## src/rtl/simd_halve_pkg.sv

```systemverilog
package simd_halve_pkg;

    typedef enum logic [1:0] {
        LANE_B8   = 2'b00,
        LANE_H16  = 2'b01,
        LANE_W32  = 2'b10,
        LANE_RSVD = 2'b11
    } lane_size_e;

    typedef struct packed {
        lane_size_e size;
        logic       is_unsigned;
        logic       op_sub;
        logic       is_wide;
    } hv_ctrl_t;

    function automatic logic size_is_legal(input lane_size_e s);
        return s != LANE_RSVD;
    endfunction

endpackage

```

## src/rtl/hv_lane.sv

```systemverilog
module hv_lane #(
    parameter int LANE_W = 8
) (
    input  logic [LANE_W-1:0] a,
    input  logic [LANE_W-1:0] b,
    input  logic              is_unsigned,
    input  logic              op_sub,
    output logic [LANE_W-1:0] res
);
    localparam int EXT_W = LANE_W + 1;

    logic [EXT_W-1:0] ea;
    logic [EXT_W-1:0] eb;
    logic [EXT_W-1:0] s;

    always_comb begin
        // one guard bit: sign copy for signed lanes, zero for unsigned lanes
        ea  = {(~is_unsigned) & a[LANE_W-1], a};
        eb  = {(~is_unsigned) & b[LANE_W-1], b};
        s   = op_sub ? (ea - eb) : (ea + eb);
        // drop the fraction bit: truncation toward minus infinity
        res = LANE_W'(s >> 1);
    end
endmodule

```

## src/rtl/hv_width_bank.sv

```systemverilog
module hv_width_bank #(
    parameter int VEC_W  = 128,
    parameter int LANE_W = 8
) (
    input  logic [VEC_W-1:0] opa,
    input  logic [VEC_W-1:0] opb,
    input  logic             is_unsigned,
    input  logic             op_sub,
    output logic [VEC_W-1:0] res
);
    localparam int N_LANES = VEC_W / LANE_W;

    for (genvar g = 0; g < N_LANES; g++) begin : g_lane
        hv_lane #(.LANE_W(LANE_W)) u_lane (
            .a           (opa[g*LANE_W +: LANE_W]),
            .b           (opb[g*LANE_W +: LANE_W]),
            .is_unsigned (is_unsigned),
            .op_sub      (op_sub),
            .res         (res[g*LANE_W +: LANE_W])
        );
    end
endmodule

```

## src/rtl/hv_result_select.sv

```systemverilog
module hv_result_select
    import simd_halve_pkg::*;
#(
    parameter int VEC_W = 128
) (
    input  hv_ctrl_t         ctrl,
    input  logic [VEC_W-1:0] res_b8,
    input  logic [VEC_W-1:0] res_h16,
    input  logic [VEC_W-1:0] res_w32,
    output logic [VEC_W-1:0] res,
    output logic             illegal
);
    localparam int HALF_W = VEC_W / 2;

    logic [VEC_W-1:0] picked;

    always_comb begin
        unique case (ctrl.size)
            LANE_B8:  picked = res_b8;
            LANE_H16: picked = res_h16;
            LANE_W32: picked = res_w32;
            default:  picked = '0;
        endcase
        illegal = !size_is_legal(ctrl.size);
        res     = picked;
        if (!ctrl.is_wide) res[VEC_W-1:HALF_W] = '0;
    end
endmodule

```

## src/rtl/simd_halving_unit.sv

```systemverilog
module simd_halving_unit
    import simd_halve_pkg::*;
#(
    parameter int VEC_W = 128
) (
    input  logic             clk,
    input  logic             rst,
    input  logic             in_valid,
    input  logic [VEC_W-1:0] opa,
    input  logic [VEC_W-1:0] opb,
    input  logic [1:0]       size_sel,
    input  logic             is_unsigned,
    input  logic             op_sub,
    input  logic             is_wide,
    output logic             out_valid,
    output logic [VEC_W-1:0] out_data,
    output logic             out_illegal
);
    hv_ctrl_t         ctrl;
    logic [VEC_W-1:0] res_b8, res_h16, res_w32, res_next;
    logic             illegal_next;

    assign ctrl = '{size: lane_size_e'(size_sel), is_unsigned: is_unsigned,
                    op_sub: op_sub, is_wide: is_wide};

    hv_width_bank #(.VEC_W(VEC_W), .LANE_W(8)) u_bank8 (
        .opa(opa), .opb(opb), .is_unsigned(ctrl.is_unsigned),
        .op_sub(ctrl.op_sub), .res(res_b8));
    hv_width_bank #(.VEC_W(VEC_W), .LANE_W(16)) u_bank16 (
        .opa(opa), .opb(opb), .is_unsigned(ctrl.is_unsigned),
        .op_sub(ctrl.op_sub), .res(res_h16));
    hv_width_bank #(.VEC_W(VEC_W), .LANE_W(32)) u_bank32 (
        .opa(opa), .opb(opb), .is_unsigned(ctrl.is_unsigned),
        .op_sub(ctrl.op_sub), .res(res_w32));

    hv_result_select #(.VEC_W(VEC_W)) u_sel (
        .ctrl(ctrl), .res_b8(res_b8), .res_h16(res_h16), .res_w32(res_w32),
        .res(res_next), .illegal(illegal_next));

    always_ff @(posedge clk) begin
        if (rst) begin
            out_valid   <= 1'b0;
            out_data    <= '0;
            out_illegal <= 1'b0;
        end else begin
            out_valid <= in_valid;
            if (in_valid) begin
                out_data    <= res_next;
                out_illegal <= illegal_next;
            end
        end
    end
endmodule

```

## config.mk

```make
export PLATFORM = sky130hd
export DESIGN_NAME = simd_halving_unit
export DESIGN_NICKNAME = d
export VERILOG_FILES = /design/src/rtl/simd_halve_pkg.sv /design/src/rtl/hv_lane.sv /design/src/rtl/hv_width_bank.sv /design/src/rtl/hv_result_select.sv /design/src/rtl/simd_halving_unit.sv
export SDC_FILE = /design/constraint.sdc
export NUM_CORES = 1
export LEC_CHECK = 0
export BUFFER_PORTS_ARGS = -buffer_cell sky130_fd_sc_hd__buf_2
export CORE_MARGIN = 4
export CORE_UTILIZATION = 57
export CTS_BUF_LIST = sky130_fd_sc_hd__clkbuf_8
export CTS_CLUSTER_DIAMETER = 120
export DETAILED_ROUTE_END_ITERATION = 16
export GPL_ROUTABILITY_DRIVEN = 0
export PLACE_DENSITY = 0.81
export SLEW_MARGIN = 25
export SYNTH_ARGS = -nofsm -noshare
export SYNTH_HDL_FRONTEND = slang
export SYNTH_SLANG_ARGS = --single-unit
```

## constraint.sdc

```tcl
create_clock -name clk -period 15.8 [get_ports clk]
set_clock_uncertainty 0.1 [all_clocks]
set_input_delay 3.16 -clock clk [delete_from_list [all_inputs] [get_ports clk]]
set_output_delay 3.16 -clock clk [all_outputs]
set_load 0.1 [all_outputs]
```

==> flow_summary.rst <==
.. list-table::
   :header-rows: 1

   * - Metric
     - Value
   * - Result of the run
     - completed
   * - Mapped Cells
     - 3172
   * - Pin count of the biggest net entering global routing
     - 146
   * - Syn_nets
     - 3708
   * - Starting density of the core
     - 58.1%
   * - Proportion of layout cells with a drive suffix above 1
     - between 10% and 20%
   * - Post-synthesis instance area
     - 0.0226 sq mm
   * - Final WL
     - between 80000 and 90000 um
   * - Remaining design rule violation count
     - 0
   * - Die width
     - 207 um
   * - Area growth from synthesis to layout
     - 11.7%
   * - Cell row count
     - 72
   * - Worst Setup Start Kind
     - input port
   * - Final sum of negative setup slack
     - 0 ps
   * - Category of the critical setup timing path
     - input port to flip-flop
   * - Worst slew pin tran
     - 1130 ps
   * - Number of maximum-capacitance violations
     - 0
   * - Number of DRC markers after the initial detailed-route iteration
     - 2832
   * - Hold path startpoint
     - out_data[13]
   * - Final ANT Viol Nets
     - 0
   * - Final-stage net count
     - 3989
   * - Final core utilization
     - 64.9%
   * - Gr ovfl total
     - 0
   * - Arrival time at the worst endpoint
     - around 8000 ps
   * - Overall die area
     - roughly 0.043 sq mm
   * - Number of buffers created by CTS
     - 17
   * - Top flip-flop cell by instance count after synthesis
     - dfxtp_1
   * - Avg Inst Size Synth
     - 7.13 sq um
   * - Relative slew slack
     - between 20% and 30%
   * - Static leakage
     - 0.0114 uW
   * - Top-count cell post-synth
     - nor2_1
   * - Top cell type's share of synthesized area
     - 14.2%
   * - Detailed Routing Iterations Pass 1
     - 9
   * - Latest clock arrival within the worst-skew pair
     - around 480 ps
   * - Number of library cell types mapped by synthesis
     - 89
   * - Worst-path fanout max
     - 7
   * - Register bit total from synthesis
     - 130
   * - Die Y-Extent
     - slightly above 200 um
   * - DP HPWL
     - roughly 65000 um
   * - Setup repair after global routing missed its margin
     - no
   * - Crit Reg-Reg Startpoint
     - out_data[124]
   * - Clock H-tree levels
     - 4
   * - Sinks on Clock Net
     - 130
   * - Sequential cell area fraction in the yosys report
     - 11.5%
   * - Total setup violations reported at the end of the flow
     - 0
   * - IO Count
     - about 400
   * - Number of synthesized flops with an enable pin
     - 0
   * - Core Region
     - slightly below 0.04 sq mm
   * - Cell type with the largest total area after synthesis
     - ha_1
   * - Total setup buffers inserted after CTS
     - 0
   * - WP data required
     - around 16000 ps
   * - Ratio of routed vias to standard cells
     - between 6 and 7
   * - Final Critical Period
     - approximately 7600 ps
   * - FMAX
     - 0.131 GHz
   * - Maximum vdd drop
     - between 0.05 and 0.06 mV
   * - Hold Path Class
     - flip-flop to flip-flop
   * - Total Routing Usage GR
     - between 30% and 40%
   * - Min Hold Slack
     - about 340 ps
   * - Kind of capture point of the worst setup path
     - flip-flop
   * - Warning count from the yosys run
     - 0
   * - Cells resized by post-CTS repair
     - 0
   * - Crit path launch
     - opb[35]
   * - Final cycle utilization of the critical path
     - between 40% and 50%
   * - Fill cells
     - around 3.5k
   * - Number of global-route vias before repair
     - roughly 25k
   * - Longest Clk Path Bufs
     - 2
   * - Final Hold Viols
     - 0
   * - Hold buffer count at CTS
     - 0
   * - Number of pins exceeding their max-slew limit in the final report
     - 0
   * - Antenna violations before repair
     - 11
   * - Synth async-reset ratio
     - 0%
   * - DR WL/cell
     - around 21 um
   * - Leading cell types by total area after synthesis
     - ha_1, xnor2_1, dfxtp_1
   * - Routed vias
     - 25.9k
   * - Clock root buffer
     - clkbuf_8
   * - Register clock-pin slew on the reported worst setup and hold paths
     - about 90 ps
   * - # port buffers
     - about 390
   * - P per Cell Area
     - between 80 and 90 mW/mm^2
   * - Ranking of synthesized cells by instance count
     - nor2_1, a21oi_1, xnor2_1
   * - Wire length of the first global-routing pass
     - about 130000 um
   * - CTS tree
     - yes
[layout make-up]
type	instances	area (sq um)	share of cell area, %
Clock buffer	20	275	1.09
Timing Repair Buffer	412	2130	8.44
Multi-Input combinational cell	2740	18900	74.8
Clock inverter	12	108	0.426
Inverter	152	571	2.26
Antenna cell	9	22.5	0.0892
Tap cell	518	648	2.57
Sequential cell	130	2600	10.3
[kinds of logic (layout without fill, tap and decap cells)]
logic type                 Yosys count  in the layout  share of synthesized area (%)
and+or+nand+nor                    971            971                           20.5
buffers and inverters              302            596                           5.05
DFF                                130            130                           11.5
xor gates and xnor gates           452            452                           17.5
muxes                               24             24                           1.15
other                                0              9                              0
adders and majority gates          272            272                           15.6
AOI/OAI and AO/OA                 1021           1021                           28.7
[routing by layer]
metal | global-route usage [%] | vias to the layer above | routed length [um]
li1 | - | 11963 | -
met1 | 45.3 | 12000 | 32600
met2 | 58.2 | 1565 | 36600
met3 | 8.34 | 345 | 9000
met4 | 21.2 | 6 | 5320
met5 | 0 | - | 47
[flip-flops by register name, indices dropped and copies added, names as in the netlist]
name / flops
out_data: 128
out_illegal: 1
out_valid: 1
[stage by stage]
| stage | cell area, sq um | instances | power [uW] | worst slack (ps) |
|---|---|---|---|---|
| global route | 25300 | 3992 | 2140 | 7830 |
| floorplan | 22600 | 3172 | 1380 | 8310 |
| detailed placement | 24800 | 3952 | 1690 | 7870 |
| finish | 25300 | 3993 | 2020 | 8180 |
| global placement | 24800 | 3952 | 1650 | 8000 |
| CTS | 25200 | 3984 | 1990 | 8380 |
[cell usage in the layout, fill, tap and decap left out, types with 19 or more instances in the layout]
master / count
o21bai_1: 47
a211oi_1: 28
nand2b_1: 60
a21o_1: 87
buf_4: 19
a31oi_1: 48
nor2_1: 394
a22oi_1: 45
o22ai_1: 23
o211ai_1: 21
nor2b_1: 48
nand2_1: 170
o21ai_0: 189
dfxtp_1: 130
and3_1: 25
xor2_1: 125
nand3_1: 35
o21a_1: 24
nor4_1: 20
inv_1: 151
xnor2_1: 327
buf_2: 391
a21oi_1: 338
a221oi_1: 21
clkbuf_8: 20
ha_1: 256
nand4_1: 35
nor3_1: 82
[report_power, final]
group          leakage [uW]  switching (uW)  total, uW  internal [uW]
sequential          0.00106            19.5        374            354
combinational        0.0101             870       1350            479
clock              0.000191             161        298            137
total                0.0114            1050       2020            970
[final timing paths]
check	slack, ps	endpoint	cells past startpoint
worst min-delay path	340	out_data[13]	2
worst min register to register	340	out_data[13]	2
worst max register to register	14400	out_data[124]	3
worst max-delay path	8180	out_data[63]	20
[critical path: stages]
cell and delay, ps:
buf_2 120, nor3_1 420, nand2_1 140, nor4b_1 520, and3_1 300, nand2_1 90
nor3b_1 520, a21oi_1 220, xnor2_1 240, ha_1 350, a21o_1 190, a21o_1 170
a21oi_1 160, o21ai_0 120, a21oi_1 340, o31a_1 250, o21ai_0 120, a21oi_1 180
xnor2_1 130, o211ai_1 110
No activity file was read; power rests on OpenSTA's default activity.
